--- src/rtl/linked_xlat.sv ---
module linked_xlat #(
  parameter int AW = 40,
  parameter int PW = 40
) (
  input  logic          clk,
  input  logic          rst_n,
  input  logic          en,
  input  logic [AW-1:0] cfg_in_base,
  input  logic [PW-1:0] cfg_tbl_base,
  input  logic          req_valid,
  output logic          req_ready,
  input  logic [AW-1:0] req_addr,
  output logic          rsp_valid,
  output logic          rsp_fault,
  output logic [PW-1:0] rsp_addr,
  output logic          mem_rd_en,
  output logic [PW-1:0] mem_rd_addr,
  input  logic          mem_rd_valid,
  input  logic [63:0]   mem_rd_data
);

  localparam int WW = AW - 20;
  localparam int TW = PW - 12;

  typedef enum logic [1:0] {S_IDLE, S_WALK, S_LINK, S_DATA} st_t;

  st_t           st;
  logic [AW-1:0] in_base_q;
  logic [AW-1:0] off_q;
  logic [TW-1:0] cur_tbl;
  logic [WW-1:0] cur_win;

  wire          accept  = req_valid && req_ready;
  wire          below   = req_addr < in_base_q;
  wire [WW-1:0] tgt_win = off_q[AW-1:20];
  wire          go_up   = tgt_win > cur_win;
  wire          unused_bits = ^{mem_rd_data[63:PW], mem_rd_data[11:1],
                                cfg_in_base[19:0], cfg_tbl_base[11:0]};

  assign req_ready = en && (st == S_IDLE) && !rsp_valid;

  always_ff @(posedge clk or negedge rst_n) begin
    if (!rst_n) begin
      st          <= S_IDLE;
      in_base_q   <= '0;
      off_q       <= '0;
      cur_tbl     <= '0;
      cur_win     <= '0;
      rsp_valid   <= 1'b0;
      rsp_fault   <= 1'b0;
      rsp_addr    <= '0;
      mem_rd_en   <= 1'b0;
      mem_rd_addr <= '0;
    end else if (!en) begin
      st        <= S_IDLE;
      in_base_q <= {cfg_in_base[AW-1:20], 20'd0};
      cur_tbl   <= cfg_tbl_base[PW-1:12];
      cur_win   <= '0;
      rsp_valid <= 1'b0;
      rsp_fault <= 1'b0;
      mem_rd_en <= 1'b0;
    end else begin
      rsp_valid <= 1'b0;
      mem_rd_en <= 1'b0;
      case (st)
        S_IDLE: if (accept) begin
          if (below) begin
            rsp_valid <= 1'b1;
            rsp_fault <= 1'b1;
            rsp_addr  <= '0;
          end else begin
            off_q <= req_addr - in_base_q;
            st    <= S_WALK;
          end
        end
        S_WALK: begin
          mem_rd_en <= 1'b1;
          if (tgt_win == cur_win) begin
            mem_rd_addr <= {cur_tbl, 1'b0, off_q[19:12], 3'b000};
            st          <= S_DATA;
          end else begin
            mem_rd_addr <= {cur_tbl, (go_up ? 9'h1FF : 9'h1FE), 3'b000};
            st          <= S_LINK;
          end
        end
        S_LINK: if (mem_rd_valid) begin
          if (mem_rd_data[0]) begin
            cur_tbl <= mem_rd_data[PW-1:12];
            cur_win <= go_up ? cur_win + WW'(1) : cur_win - WW'(1);
            st      <= S_WALK;
          end else begin
            rsp_valid <= 1'b1;
            rsp_fault <= 1'b1;
            rsp_addr  <= '0;
            st        <= S_IDLE;
          end
        end
        S_DATA: if (mem_rd_valid) begin
          rsp_valid <= 1'b1;
          rsp_fault <= !mem_rd_data[0];
          rsp_addr  <= mem_rd_data[0] ? {mem_rd_data[PW-1:12], off_q[11:0]} : '0;
          st        <= S_IDLE;
        end
        default: st <= S_IDLE;
      endcase
    end
  end

  p_quiet_off_r1: assert property (@(posedge clk) disable iff (!rst_n)
    !en |=> !rsp_valid && !mem_rd_en);

  p_below_fault_r2: assert property (@(posedge clk) disable iff (!rst_n)
    accept && below |=> rsp_valid && rsp_fault && !mem_rd_en);

  p_bad_entry_r5: assert property (@(posedge clk) disable iff (!rst_n)
    en && st == S_DATA && mem_rd_valid && !mem_rd_data[0] |=> rsp_valid && rsp_fault);

  p_hop_moves_r6: assert property (@(posedge clk) disable iff (!rst_n)
    en && st == S_LINK && mem_rd_valid && mem_rd_data[0] |=> cur_win != $past(cur_win));

  p_cfg_locked_r10: assert property (@(posedge clk) disable iff (!rst_n)
    en && $past(en) |-> $stable(in_base_q));

  p_busy_after_accept_r12: assert property (@(posedge clk) disable iff (!rst_n)
    accept |=> !req_ready);

  p_no_read_with_rsp_r12: assert property (@(posedge clk) disable iff (!rst_n)
    rsp_valid |-> !mem_rd_en);

endmodule

--- config.mk ---
export PLATFORM = sky130hd
export DESIGN_NAME = linked_xlat
export DESIGN_NICKNAME = d
export VERILOG_FILES = /design/src/rtl/linked_xlat.sv
export SDC_FILE = /design/constraint.sdc
export NUM_CORES = 1
export LEC_CHECK = 0
export BUFFER_PORTS_ARGS = -buffer_cell sky130_fd_sc_hd__buf_2
export CELL_PAD_IN_SITES_DETAIL_PLACEMENT = 1
export CELL_PAD_IN_SITES_GLOBAL_PLACEMENT = 1
export CORE_MARGIN = 2
export CORE_UTILIZATION = 40
export CTS_BUF_LIST = sky130_fd_sc_hd__clkbuf_16
export DETAILED_ROUTE_END_ITERATION = 7
export GPL_TIMING_DRIVEN = 0
export PLACE_DENSITY = 0.85
export SETUP_SLACK_MARGIN = 0.5
export SLEW_MARGIN = 20
export SYNTH_ARGS = -nofsm -noshare
export SYNTH_HDL_FRONTEND = slang
export SYNTH_SLANG_ARGS = --single-unit
--- constraint.sdc ---
create_clock -name clk -period 5.5 [get_ports clk]
set_clock_uncertainty 0.15 [all_clocks]
set_input_delay 0.825 -clock clk [delete_from_list [all_inputs] [get_ports clk]]
set_output_delay 0.825 -clock clk [all_outputs]
set_load 0.01 [all_outputs]
==> impl_metrics.py, run 1 <==
metrics = {
    "placement": {
        "place_hpwl_um": 22100,
        "placed_area_um2": 11400,
        "dp_slack_ns": 0.709,
        "port_buffers": 201,
        "place_congestion": 0.864,
    },
    "sta": {
        "max-slew-margin-rel_pct": 49.9,
        "period_share_pct": 84.4,
        "hold_viol_final": 0,
        "min_period_ns": 4.64,
        "slew_viol_final": 0,
        "worst_pin_slew_ns": 0.747,
        "hold_ws_ns": 0.0576,
        "rsz0062_at_grt": "no",
        "clock.fmax_ghz": 0.215,
        "tns_ns": 0,
        "setup_ws_ns": 0.856,
        "setup_violations": 0,
    },
    "final_layout": {
        "drive_gt1_share_pct": 22.2,
        "nets": 1556,
        "fin_util_pct": 49.4,
        "mostFrequentLayoutCell": "nand2_1",
        "post-route-cell-area_um2": 12100,
        "layout-area-overhead-vs-synth_pct": 21.0,
        "most-common-layout-cells": "283 x nand2_1, 206 x buf_2, 190 x dfrtp_1",
        "n_fill_cell": 2923,
    },
    "detailed_routing": {
        "via_per_inst": 5.30,
        "routed-via-count": 8730,
        "firstDrtPassIters": 4,
        "drtAntennaViolNets": 0,
        "drc": 0,
        "routed_wl_um": 30000,
        "drt-wirelength-per-cell_um": 18.2,
        "drtIter0Drc": 470,
    },
    "power": {
        "seqPwrFrac_pct": 38.5,
        "combPwrFrac_pct": 36.5,
        "powerDensity_nw_per_um2": 410,
        "p_int_mw": 3.04,
        "ir_worst_vdd_v": 0.000171,
        "p_switching_mw": 1.90,
        "sw_frac_of_total_pct": 38.5,
        "clock_power_share_pct": 25.0,
        "p_leak_nw": 5.87,
    },
    "synthesis": {
        "synthAdderAreaFrac_pct": 7.94,
        "ys_seq_elements": 190,
        "synth-main-ff-cell": "dfrtp_1",
        "synth_top_family_by_area": "simple AND/OR/NAND/NOR gates",
        "synth-simple-area-share_pct": 17.6,
        "async_flop_share_pct": 100,
        "synth_xor_area_share_pct": 2.64,
        "synth_edf_count": 0,
        "yosysSeqAreaShare_pct": 47.8,
        "synth.distinct_cells": 71,
        "synth.mux.area_fraction_pct": 4.75,
        "synth_compound_area_share_pct": 14.7,
        "netlist_area_um2": 9960,
        "synth.avg_cell_area_um2": 9.22,
        "yosysWarnings": 0,
        "syn_inst": 1080,
    },
    "grt": {
        "antenna_found_initial": 4,
        "track_usage_pct": 23.1,
        "grt_pass1_vias": 9386,
        "overflow": 0,
        "grt_first_pass_wirelength_um": 48200,
        "grt_max_degree": 89,
    },
    "die": {
        "die_x_um": 162,
        "io_pins": 273,
        "core_area_um2": 24400,
        "dieArea_um2": 26200,
        "start_util_pct": 40.8,
        "fp-row-count": 57,
        "die_h_um": 162,
    },
    "clock_tree": {
        "tritoncts": "built",
        "cts-htree-levels": 4,
        "cts_buffers": 17,
        "holdBufCountCts": 0,
        "clkLatencyLatePin_ns": 0.44,
        "cts_setup_buffers": 0,
        "cts_root_buf": "clkbuf_16",
        "clock_sinks": 190,
        "clock_path_buffers": 2,
        "clkTransAtPathRegs_ns": 0.08,
    },
    "critical_path": {
        "critPathRequiredTime_ns": 5.70,
        "critPathSlowestCell": "a211oi_1",
        "worst_ep_arrival_time_ns": 4.84,
        "cp-start-kind": "flop",
        "reg2reg_depth": 15,
        "endpoint_kind": "flop",
        "path_cells": "inv_1, ha_1, nand4_1, nand2b_1, a211oi_1, o21ai_4, ha_1, a21oi_2, inv_2, o41ai_4, o221ai_2, o31ai_4, o22ai_1, or4b_1, o211ai_1",
        "crit_type": "flop to flop",
        "crit_top_cell": "ha_1",
        "critPathMaxFanout": 14,
        "critPathMaxStageDelay_ns": 0.62,
    },
    "flow_run": {
        "maxCapViolCount": 0,
    },
    "status": {
        "status": "finished clean",
    },
    "hold_path": {
        "holdCritPathClass": "input pin to async pin",
    },
}
==> worst max-delay path: cells and delay by family (launching register included) <==
| kind | cells | cell delay [ns] |
|---|---|---|
| AOI/OAI and AO/OA | 8 | 2.16 |
| and+or+nand+nor | 3 | 0.89 |
| adders and majority gates | 2 | 0.78 |
| DFF | 1 | 0.43 |
| buffers and inverters | 2 | 0.14 |
==> routing by layer <==
metal | up-vias | wire length (um) | track usage, %
met1 | 4287 | 12600 | 28.9
met5 | - | 0 | 0
li1 | 4138 | - | -
met4 | 0 | 1020 | 10.7
met2 | 238 | 15000 | 39.1
met3 | 67 | 1460 | 4.11
==> worst paths after layout <==
| path | slack, ns | to | start |
|---|---|---|---|
| max | 0.86 | cur_win[16] | cur_win[10] |
| min | 0.06 | in_base_q[21] | rst_n |
| max reg2reg | 0.86 | cur_win[16] | cur_win[10] |
| min reg2reg | 0.32 | mem_rd_addr[24] | cur_tbl[12] |
| max in group asynchronous | 4.08 | cur_tbl[27] | rst_n |
| min in group clk | 0.32 | mem_rd_addr[24] | cur_tbl[12] |
==> final cells by class <==
cell class	instances	area, um^2	area share [%]
clock inverters	15	165	1.37
plain buffers	54	254	2.11
clock buffers	17	425	3.53
well taps	324	405	3.36
repair buffers	203	1070	8.89
diodes	4	10.0	0.0831
inverters	55	206	1.71
multi-input cells	784	4760	39.5
flip-flops and latches	190	4750	39.5
==> registers in the layout (all words and copies together) (netlist names) <==
| signal | count |
|---|---|
| cur_win | 20 |
| in_base_q | 20 |
| st | 2 |
| mem_rd_en | 1 |
| off_q | 40 |
| rsp_valid | 1 |
| mem_rd_addr | 37 |
| cur_tbl | 28 |
| rsp_addr | 40 |
| rsp_fault | 1 |
==> cell families (layout without fill, tap and decap cells) <==
family / count (synthesis) / count (layout)
muxes: 42 / 42
xor gates and xnor gates: 30 / 30
DFF: 190 / 190
adders and majority gates: 62 / 62
AOI/OAI and AO/OA: 237 / 238
other: 1 / 7
and+or+nand+nor: 409 / 409
buffers and inverters: 109 / 344
==> Yosys cell counts (3+ instances only) <==
library cell | number | area (um^2)
a21o_1 | 15 | 113
a211oi_1 | 8 | 60.1
o211ai_1 | 5 | 37.5
buf_4 | 4 | 30.0
mux2_1 | 20 | 225
and3_1 | 4 | 25.0
nand4_1 | 7 | 43.8
o31ai_1 | 4 | 30.0
nand2_1 | 283 | 1060
mux2_2 | 22 | 248
clkbuf_1 | 36 | 135
nor3b_1 | 3 | 22.5
xor2_1 | 19 | 166
nor4b_1 | 3 | 26.3
inv_1 | 53 | 199
buf_1 | 4 | 15.0
ha_1 | 60 | 751
buf_2 | 6 | 30.0
nand3b_1 | 3 | 22.5
a21oi_1 | 48 | 240
o21ai_1 | 66 | 330
xnor2_1 | 11 | 96.3
dfrtp_1 | 190 | 4750
nor2_1 | 56 | 210
a31oi_1 | 35 | 219
nand2b_1 | 7 | 43.8
nor3_1 | 5 | 25.0
o21bai_1 | 3 | 22.5
o21a_1 | 5 | 37.5
nor2b_1 | 3 | 18.8
o21ai_0 | 27 | 135
nand3_1 | 16 | 80.1
==> what timing repair did <==
item                                    4_1_cts  5_1_grt
endpoints found under the setup margin        0        5
hold endpoints to repair                      0        0
gates resized for setup                       0        0
==> through the flow <==
stage	cells	power, mW
after floorplan	1082	3.09
after global placement	1607	3.57
after detailed placement	1609	3.69
after CTS	1641	4.97
after global routing	1646	5.29
final	1646	4.95
==> power groups by stage <==
| stage | Sequential (mW) | Clock, mW | Combinational [mW] |
|---|---|---|---|
| finish | 1.90 | 1.24 | 1.81 |
| global route | 1.94 | 1.32 | 2.03 |
| CTS | 1.90 | 1.26 | 1.80 |
| detailed placement | 1.93 | 0 | 1.76 |
| global placement | 1.91 | 0 | 1.66 |
| floorplan | 1.95 | 0 | 1.14 |
No activity file was read; power rests on OpenSTA's default activity.
==> inputs of run 2 (changes only) <==
==> constraint.sdc (replaced) <==
create_clock -name clk -period 4.55 [get_ports clk]
set_clock_uncertainty 0.15 [all_clocks]
set_input_delay 0.6825 -clock clk [delete_from_list [all_inputs] [get_ports clk]]
set_output_delay 0.6825 -clock clk [all_outputs]
set_load 0.01 [all_outputs]
==> run 2 against run 1 <==
Cell count is 2.5% higher; cell area rose by 6.7%; non-clock buffer count grew 44; clock power up 26%; die area stayed put; hold slack better by 0.24 ns.
==> impl_metrics.py, run 2 (synthesis gave the netlist of run 1 again) <==
metrics = {
    "grt": {
        "grt_pass1_vias": 9644,
        "antenna_found_initial": 0,
        "track_usage_pct": 24.7,
        "overflow": 0,
        "grt_first_pass_wirelength_um": 51100,
        "grt_max_degree": 89,
    },
    "detailed_routing": {
        "drt-wirelength-per-cell_um": 20.1,
        "firstDrtPassIters": 5,
        "routed-via-count": 9141,
        "routed_wl_um": 33900,
        "drtIter0Drc": 590,
        "via_per_inst": 5.42,
        "drc": 0,
        "drtAntennaViolNets": 0,
    },
    "final_layout": {
        "nets": 1601,
        "insertedDiodeCount": 0,
        "seq_area_um2": 4760,
        "drive_gt1_share_pct": 27.9,
        "multi_input_area_um2": 5160,
        "n_fill_cell": 2856,
        "mostFrequentLayoutCell": "nand2_1",
        "final_cell_count_no_fill": 1687,
        "top_regs": "off_q (40), rsp_addr (40), mem_rd_addr (37)",
        "layout-area-overhead-vs-synth_pct": 29.1,
        "most-common-layout-cells": "283 x nand2_1, 205 x buf_2, 187 x dfrtp_1",
    },
    "placement": {
        "place_hpwl_um": 21900,
        "port_buffers": 201,
        "place_congestion": 0.856,
        "place_inst": 1609,
    },
    "power": {
        "ir_worst_vdd_v": 0.000307,
        "p_total_mw": 7.01,
        "powerDensity_nw_per_um2": 546,
        "p_leak_nw": 6.17,
    },
    "sta": {
        "slew_viol_final": 0,
        "max-slew-margin-rel_pct": 50.8,
        "setup_violations": 0,
        "rsz0062_at_grt": "yes",
        "min_period_ns": 4.52,
        "hold_viol_final": 0,
        "worst_pin_slew_ns": 0.737,
        "period_share_pct": 99.3,
        "clock.fmax_ghz": 0.221,
    },
    "critical_path": {
        "cp-start-kind": "flop",
        "crit_type": "flop to flop",
        "worst_ep_arrival_time_ns": 4.72,
        "critPathMaxFanout": 5,
        "critPathRequiredTime_ns": 4.75,
        "endpoint_kind": "flop",
    },
    "die": {
        "die_h_um": 162,
        "dieArea_um2": 26200,
        "fp-row-count": 57,
        "start_util_pct": 40.8,
        "io_pins": 273,
        "die_x_um": 162,
        "core_area_um2": 24400,
    },
    "clock_tree": {
        "clkLatencyLatePin_ns": 0.44,
        "cts-htree-levels": 4,
        "clock_path_buffers": 2,
        "clkTransAtPathRegs_ns": 0.08,
        "tritoncts": "built",
        "cts_root_buf": "clkbuf_16",
        "clock_sinks": 190,
        "cts_buffers": 17,
    },
    "hold_path": {
        "holdCritPathClass": "input pin to flop",
    },
    "status": {
        "status": "finished clean",
    },
    "flow_run": {
        "maxCapViolCount": 0,
    },
}
run 2: cell count changes in the layout (fill, tap and decap cells not counted), moves of 7 or more:
| cell | before | now |
|---|---|---|
| buf_4 | 4 | 39 |
| ha_1 | 60 | 45 |
| ha_4 | 0 | 14 |
| a21oi_1 | 48 | 38 |
| a21oi_2 | 1 | 8 |
| buf_6 | 1 | 8 |
run 2: worst paths after layout:
| check | startpoint | to | slack (ns) | depth (start not counted) |
|---|---|---|---|---|
| worst max register to register | cur_win[10] | cur_win[16] | 0.03 | 18 |
| worst max-delay path | cur_win[10] | cur_win[16] | 0.03 | 18 |
| worst min-delay path | req_addr[9] | off_q[9] | 0.30 | 2 |
| min in group asynchronous | rst_n | in_base_q[22] | 0.52 | 2 |
| worst min register to register | mem_rd_addr[18] | mem_rd_addr[18] | 0.32 | 2 |
| max in group asynchronous | rst_n | cur_win[0] | 3.02 | 3 |
run 2: layout make-up:
type | instances | share of cell area (%)
Timing Repair Buffer | 247 | 11.3
Tap cell | 324 | 3.15
Multi-Input combinational cell | 785 | 40.1
Clock buffer | 17 | 3.31
Inverter | 55 | 1.64
Sequential cell | 190 | 37.0
Buffer | 54 | 2.02
Clock inverter | 15 | 1.43
run 2: worst max-delay path, cell delays in order (launching register included):
cell	delay, ns
dfrtp_1	0.44
inv_1	0.11
ha_1	0.33
nand4_1	0.19
nand2b_1	0.26
a211oi_4	0.49
o21ai_4	0.14
buf_12	0.17
buf_4	0.13
buf_6	0.11
ha_4	0.17
a21oi_2	0.14
inv_2	0.06
o41ai_4	0.32
o221ai_2	0.18
o31ai_4	0.28
o22ai_2	0.12
or4b_1	0.50
o211ai_1	0.12
run 2: report_power, final:
| part | internal [mW] | switching (mW) | total (mW) |
|---|---|---|---|
| Combinational | 1.39 | 1.76 | 3.15 |
| Clock | 0.753 | 0.802 | 1.56 |
| Sequential | 2.07 | 0.243 | 2.31 |
run 2: what timing repair did:
item,in CTS,in global routing
pin swaps,20,26
endpoints found under the hold margin,25,0
gates resized for setup,34,43
hold buffers,1,0
cloned,2,0
setup buffers,27,16
setup endpoints to repair,15,12
run 2: per-stage QoR:
stage | hold slack, ns | worst slack (ns) | cell area, um^2 | util (%) | TNS [ns]
6_report | 0.297 | 0.0314 | 12900 | 52.7 | 0
5_1_grt | 0.284 | -0.108 | 12900 | 52.7 | -0.131
4_1_cts | 0.287 | 0.352 | 12500 | 51.3 | 0
3_5_place_dp | 0.305 | -0.214 | 11400 | 46.9 | -0.553
3_3_place_gp | 0.297 | -0.547 | 11400 | 46.6 | -101.44
2_1_floorplan | 0.237 | 0.458 | 9960 | - | 0
run 2: routing by layer:
metal / vias up / share of wire, % / track usage, %
li1: 4212 / - / -
met1: 4511 / 40 / 30.2
met2: 332 / 51 / 43.4
met3: 86 / 5.2 / 4.21
met4: 0 / 3.9 / 10.2
met5: - / 0 / 0
